===== src/rtl/dtl_pkg.sv =====
package dtl_pkg;

    localparam int unsigned CNT_W = 8;

    typedef enum logic [2:0] {
        LEG_OFF      = 3'd0,
        LEG_HIGH     = 3'd1,
        LEG_LOW      = 3'd2,
        LEG_GAP_HIGH = 3'd3,
        LEG_GAP_LOW  = 3'd4
    } leg_state_t;

    // Command pair packing: bit 1 = high side, bit 0 = low side
    localparam logic [1:0] PAIR_OFF  = 2'b00;
    localparam logic [1:0] PAIR_LOW  = 2'b01;
    localparam logic [1:0] PAIR_HIGH = 2'b10;
    localparam logic [1:0] PAIR_BAD  = 2'b11;

endpackage


===== src/rtl/dtl_sync.sv =====
module dtl_sync #(
    parameter int unsigned WIDTH  = 2,
    parameter int unsigned STAGES = 2
) (
    input  logic             clk,
    input  logic             rst,
    input  logic [WIDTH-1:0] d,
    output logic [WIDTH-1:0] q
);
    logic [WIDTH-1:0] chain [STAGES];

    genvar g;
    generate
        for (g = 0; g < STAGES; g++) begin : g_stage
            if (g == 0) begin : g_first
                always_ff @(posedge clk) begin
                    if (rst) chain[g] <= '0;
                    else     chain[g] <= d;
                end
            end else begin : g_next
                always_ff @(posedge clk) begin
                    if (rst) chain[g] <= '0;
                    else     chain[g] <= chain[g-1];
                end
            end
        end
    endgenerate

    assign q = chain[STAGES-1];
endmodule


===== src/rtl/dtl_width_qual.sv =====
module dtl_width_qual #(
    parameter int unsigned WIDTH = 2,
    parameter int unsigned CW    = 8
) (
    input  logic             clk,
    input  logic             rst,
    input  logic [WIDTH-1:0] raw,
    input  logic [CW-1:0]    min_width,
    output logic [WIDTH-1:0] qual
);
    localparam logic [CW-1:0] CNT_MAX = {CW{1'b1}};

    logic [WIDTH-1:0] cand;
    logic [CW-1:0]    run_len;
    logic             long_enough;

    // A zero setting behaves like one cycle because run_len is at least 1
    assign long_enough = (run_len >= min_width) && (run_len != '0);

    always_ff @(posedge clk) begin
        if (rst) begin
            cand    <= '0;
            run_len <= '0;
        end else if (raw != cand) begin
            cand    <= raw;
            run_len <= {{(CW-1){1'b0}}, 1'b1};
        end else if (run_len != CNT_MAX) begin
            run_len <= run_len + 1'b1;
        end
    end

    always_ff @(posedge clk) begin
        if (rst)              qual <= '0;
        else if (long_enough) qual <= cand;
    end
endmodule


===== src/rtl/dtl_leg_fsm.sv =====
module dtl_leg_fsm
    import dtl_pkg::*;
#(
    parameter int unsigned CW = 8
) (
    input  logic          clk,
    input  logic          rst,
    input  logic [1:0]    pair,
    input  logic [CW-1:0] dead_cycles,
    output logic          gate_hi,
    output logic          gate_lo,
    output logic          fault
);
    leg_state_t    state, state_nx;
    logic [CW-1:0] gap_left;
    logic [CW-1:0] gap_load;
    logic [1:0]    pair_prev;
    logic          gap_done;
    logic          entering_gap;

    assign gap_load = (dead_cycles == '0) ? {{(CW-1){1'b0}}, 1'b1} : dead_cycles;
    assign gap_done = (gap_left <= {{(CW-1){1'b0}}, 1'b1});

    always_comb begin
        state_nx = state;
        unique case (state)
            LEG_OFF: begin
                if (pair == PAIR_HIGH)     state_nx = LEG_GAP_HIGH;
                else if (pair == PAIR_LOW) state_nx = LEG_GAP_LOW;
            end
            LEG_HIGH: begin
                if (pair == PAIR_LOW)       state_nx = LEG_GAP_LOW;
                else if (pair != PAIR_HIGH) state_nx = LEG_OFF;
            end
            LEG_LOW: begin
                if (pair == PAIR_HIGH)     state_nx = LEG_GAP_HIGH;
                else if (pair != PAIR_LOW) state_nx = LEG_OFF;
            end
            LEG_GAP_HIGH: begin
                if (pair != PAIR_HIGH) state_nx = LEG_OFF;
                else if (gap_done)     state_nx = LEG_HIGH;
            end
            LEG_GAP_LOW: begin
                if (pair != PAIR_LOW) state_nx = LEG_OFF;
                else if (gap_done)    state_nx = LEG_LOW;
            end
            default: state_nx = LEG_OFF;
        endcase
    end

    assign entering_gap = ((state_nx == LEG_GAP_HIGH) || (state_nx == LEG_GAP_LOW))
                          && (state_nx != state);

    // State register and blanking counter
    always_ff @(posedge clk) begin
        if (rst) begin
            state    <= LEG_OFF;
            gap_left <= '0;
        end else begin
            state <= state_nx;
            if (entering_gap)
                gap_left <= gap_load;
            else if ((state == LEG_GAP_HIGH) || (state == LEG_GAP_LOW))
                gap_left <= gap_left - 1'b1;
        end
    end

    // Illegal pair detector: one pulse per arrival of the both-on pair
    always_ff @(posedge clk) begin
        if (rst) begin
            pair_prev <= PAIR_OFF;
            fault     <= 1'b0;
        end else begin
            pair_prev <= pair;
            fault     <= (pair == PAIR_BAD) && (pair_prev != PAIR_BAD);
        end
    end

    // Gate outputs decoded from the state register only
    always_comb begin
        gate_hi = 1'b0;
        gate_lo = 1'b0;
        unique case (state)
            LEG_HIGH: gate_hi = 1'b1;
            LEG_LOW:  gate_lo = 1'b1;
            default: begin
                gate_hi = 1'b0;
                gate_lo = 1'b0;
            end
        endcase
    end
endmodule


===== src/rtl/dtl_leg_ctrl.sv =====
module dtl_leg_ctrl
    import dtl_pkg::*;
#(
    parameter int unsigned CW          = CNT_W,
    parameter int unsigned SYNC_STAGES = 2
) (
    input  logic          clk,
    input  logic          rst,
    input  logic          cmd_hi,
    input  logic          cmd_lo,
    input  logic [CW-1:0] dead_cycles,
    input  logic [CW-1:0] min_width,
    output logic          gate_hi,
    output logic          gate_lo,
    output logic          fault
);
    localparam int unsigned PAIR_W = 2;

    logic [PAIR_W-1:0] pair_sync;
    logic [PAIR_W-1:0] pair_qual;

    dtl_sync #(.WIDTH(PAIR_W), .STAGES(SYNC_STAGES)) u_sync (
        .clk (clk),
        .rst (rst),
        .d   ({cmd_hi, cmd_lo}),
        .q   (pair_sync)
    );

    dtl_width_qual #(.WIDTH(PAIR_W), .CW(CW)) u_qual (
        .clk       (clk),
        .rst       (rst),
        .raw       (pair_sync),
        .min_width (min_width),
        .qual      (pair_qual)
    );

    dtl_leg_fsm #(.CW(CW)) u_fsm (
        .clk         (clk),
        .rst         (rst),
        .pair        (pair_qual),
        .dead_cycles (dead_cycles),
        .gate_hi     (gate_hi),
        .gate_lo     (gate_lo),
        .fault       (fault)
    );
endmodule


===== config.mk =====
export PLATFORM = sky130hd
export DESIGN_NAME = dtl_leg_ctrl
export DESIGN_NICKNAME = d
export VERILOG_FILES = /design/src/rtl/dtl_pkg.sv /design/src/rtl/dtl_sync.sv /design/src/rtl/dtl_width_qual.sv /design/src/rtl/dtl_leg_fsm.sv /design/src/rtl/dtl_leg_ctrl.sv
export SDC_FILE = /design/constraint.sdc
export NUM_CORES = 1
export LEC_CHECK = 0
export BUFFER_PORTS_ARGS = -buffer_cell sky130_fd_sc_hd__buf_2
export CORE_ASPECT_RATIO = 1.1
export CORE_UTILIZATION = 41
export CTS_CLUSTER_DIAMETER = 200
export DETAILED_ROUTE_END_ITERATION = 12
export PLACE_DENSITY = 0.59
export SETUP_SLACK_MARGIN = 0.1
export SLEW_MARGIN = 10
export SYNTH_ARGS = -nofsm -noshare
export SYNTH_HDL_FRONTEND = slang
export SYNTH_HIERARCHICAL = 1
export SYNTH_SLANG_ARGS = --single-unit

===== constraint.sdc =====
create_clock -name clk -period 1.72 [get_ports clk]
set_input_delay 0.172 -clock clk [delete_from_list [all_inputs] [get_ports clk]]
set_output_delay 0.172 -clock clk [all_outputs]
set_load 0.01 [all_outputs]

==> results.sh <==
export IMPL_worst_pin_slew_ps=400
export IMPL_setup_viol=0
export IMPL_cts_sinks=30
export IMPL_crit_type="flop to flop"
export IMPL_startpoint_type="flop"
export IMPL_postSynthCellCount=178
export IMPL_drc=0
export IMPL_row_count=23
export IMPL_clkPwrFrac_pct=41.2
export IMPL_fin_nets=248
export IMPL_die_area_um2=4240
export IMPL_worst_ir_drop_vdd_mv=0.497
export IMPL_synth_distinct_cells=49
export IMPL_async_reset_ff_share_pct=0
export IMPL_grt_met2_usage_pct=33.9
export IMPL_finClkSkew_ps=6.00
export IMPL_final_antenna_net_count=0
export IMPL_htreeDepth=2
export IMPL_synth_nets=210
export IMPL_cts_tree="built"
export IMPL_period_needed_ps=1650
export IMPL_final_common_cell="dfxtp_1"
export IMPL_io_pin_count=23
export IMPL_grt_total_usage_pct=18.6
export IMPL_viasPerCell=5.14
export IMPL_ys_ff_latch=30
export IMPL_endpoint="u_qual/qual[0]$_SDFFE_PP0P_"
export IMPL_synth_yosys_seq_area_share_pct=36.8
export IMPL_pwr_share_seq_pct=49.8
export IMPL_layout_common_cells="26 x dfxtp_1, 22 x buf_2, 15 x nor2_1"
export IMPL_n_antenna_cell=0
export IMPL_cp_max_fo=4
export IMPL_root_buffer="clkbuf_8"
export IMPL_drive_gt1_share_pct=29.0
export IMPL_status="finished, final reports clean"
export IMPL_top_usage_layer="met2"
export IMPL_drtPass1Iterations=4
export IMPL_required_ps=1930
export IMPL_crit_path_end_kind="flop"
export IMPL_combPwrFrac_pct=9.0
export IMPL_timing_hold_ws_ps=96.8
export IMPL_r2r_start="u_qual/run_len[1]$_SDFFE_PP0P_"
export IMPL_start_util_pct=43.7
export IMPL_avgSynthCellArea_um2=9.18
export IMPL_slew_violations=0
export IMPL_core_um2=3740
export IMPL_r2r_cells=6
export IMPL_min_from="cmd_hi"
export IMPL_yosys_warnings=6
export IMPL_grt_pass1_vias=1407
export IMPL_p_sw_w=0.000333
export IMPL_antenna_found_initial=0
export IMPL_insertion_delay_ps=290
export IMPL_post_place_ws_ps=17.3
export IMPL_synth_area_um2=1630
export IMPL_rrSetupSlack_ps=70
export IMPL_grt_pass1_wl_um=6100
export IMPL_final_hold_violation_count=0
export IMPL_synth_edf_count=0
export IMPL_grt_overflow=0
export IMPL_cts_inserted_buffers=5
export IMPL_drt_wl_total_um=3480
export IMPL_switching_share_pct=23.3
export IMPL_fin_crit_sh_pct=96.1
export IMPL_drv_cap=0
export IMPL_drtIter0Drc=40
export IMPL_clk_path_buf_depth=2
export IMPL_area_growth_pct=23.4
export IMPL_worst_slack_ps=66.7
export IMPL_hpwl_um=2550
export IMPL_fmax_ghz=0.605
export IMPL_cellPowerDensity_nw_per_um2=708
export IMPL_arrival_ps=1870
export IMPL_die_height_um=68.2
export IMPL_p_int_w=0.00110
export IMPL_synthFlopType="dfxtp_1"
export IMPL_met3_usage_pct=4.67
export IMPL_clk_pin_slew_ps=70
export IMPL_grt_max_degree=23
export IMPL_grt_setup_unrepaired="yes"
export IMPL_die_w_um=62.2
export IMPL_avgRoutedWirePerCell_um=13.0
export IMPL_p_leak_nw=0.895
export IMPL_startpoint="u_qual/run_len[1]$_SDFFE_PP0P_"
export IMPL_vias=1372
export IMPL_grt_util_met1_pct=20.7
export IMPL_hold_buffers=0
export IMPL_gp_congestion=0.738
export IMPL_io_buffers=22
export IMPL_hold_path_class="input port to flop"
export IMPL_maxSlewHeadroom_pct=73.1
export IMPL_rr_endpoint="u_qual/qual[0]$_SDFFE_PP0P_"
power groups by stage:
stage | registers (W) | logic [W] | clock network [W]
after floorplan | 0.000730 | 0.0000664 | 0
after detailed placement | 0.000727 | 0.000121 | 0
after global routing | 0.000713 | 0.000144 | 0.000631
after global placement | 0.000727 | 0.000114 | 0
after CTS | 0.000712 | 0.000128 | 0.000601
final | 0.000712 | 0.000128 | 0.000589
worst min-delay path by stage:
stage	to	slack (ps)	depth (start not counted)
finish	u_sync/chain[0][1]$_SDFF_PP0_	100	2
global route	u_sync/chain[0][1]$_SDFF_PP0_	100	2
CTS	u_sync/chain[0][1]$_SDFF_PP0_	100	2
detailed placement	u_sync/chain[0][1]$_SDFF_PP0_	390	2
global placement	u_sync/chain[0][1]$_SDFF_PP0_	390	2
floorplan	u_qual/run_len[0]$_SDFFE_PP0P_	230	1
cells by family (layout without fill, tap and decap cells):
group           after synthesis  after routing  synth area share (%)
fa+ha+maj                    12             12                  9.19
flops                        30             30                  36.8
xor+xnor                     11             11                  5.90
mux                           4              4                  2.45
buf+inv                      19             58                  4.67
simple gates                 72             72                  27.9
compound gates               30             30                  13.2
state kept, by name, summed over array words and instances (netlist names):
name             count
u_fsm/gap_left       8
u_qual/run_len       8
u_sync/chain         4
u_fsm/state          3
u_fsm/pair_prev      2
u_qual/cand          2
u_qual/qual          2
u_fsm/fault          1
synth_stat cells (all sizes together), types with 2 or more instances:
cell type	count	area (µm²)
a21oi	3	18.8
or3b	2	17.5
nor3b	6	50.1
o21ai	6	30.0
mux2i	4	40.0
xor2	9	78.8
nand2b	6	37.5
or4	3	26.3
xnor2	2	17.5
nor3	5	25.0
inv	15	56.3
dfxtp	30	601
o21a	2	15.0
buf	2	12.5
nor4	3	40.0
o2111ai	2	17.5
nand2	5	18.8
nor2	16	62.6
nor2b	9	56.3
a211oi	6	45.0
and3	5	32.5
a31oi	3	18.8
nand3	2	10.0
a2111oi	2	18.8
ha	12	150
nand4	4	25.0
clkbuf	2	7.51
routing by layer:
| layer | vias to the layer above | share of wire [%] |
|---|---|---|
| met5 | - | 0 |
| met4 | 0 | 1.8 |
| met3 | 6 | 3.2 |
| met2 | 23 | 49 |
| met1 | 636 | 46 |
| li1 | 707 | - |
critical path, stage by stage (launching register included):
cell	delay, ps
dfxtp_1	310
buf_4	140
ha_1	290
a2111oi_2	400
a2111oi_1	110
nor2_2	150
mux2i_1	190
cell type report:
| class | count | area (µm²) |
|---|---|---|
| fillers | 369 | 1720 |
| clock buffers | 7 | 86.3 |
| inverters | 15 | 56.3 |
| clock inverters | 1 | 5.00 |
| flip-flops and latches | 30 | 606 |
| multi-input cells | 129 | 993 |
| well taps | 50 | 62.6 |
| repair buffers | 35 | 208 |
metrics by stage:
step	util (%)	total power (W)	std cells	area [µm²]	setup TNS, ps
2_1_floorplan	-	0.000796	178	1640	0
3_3_place_gp	50.4	0.000842	258	1880	0
3_5_place_dp	50.4	0.000848	258	1880	0
4_1_cts	53.2	0.00144	266	1990	0
5_1_grt	53.9	0.00149	267	2020	-49.1
6_report	53.9	0.00143	267	2020	0
repair_timing:
| action | 4_1_cts | 5_1_grt |
|---|---|---|
| resized for setup | 5 | 6 |
| setup endpoints to repair | 4 | 11 |
| buffers inserted | 0 | 1 |
| gates cloned | 0 | 0 |
| pin swaps | 3 | 1 |
Note: power is estimated with default switching activity, not from simulation.
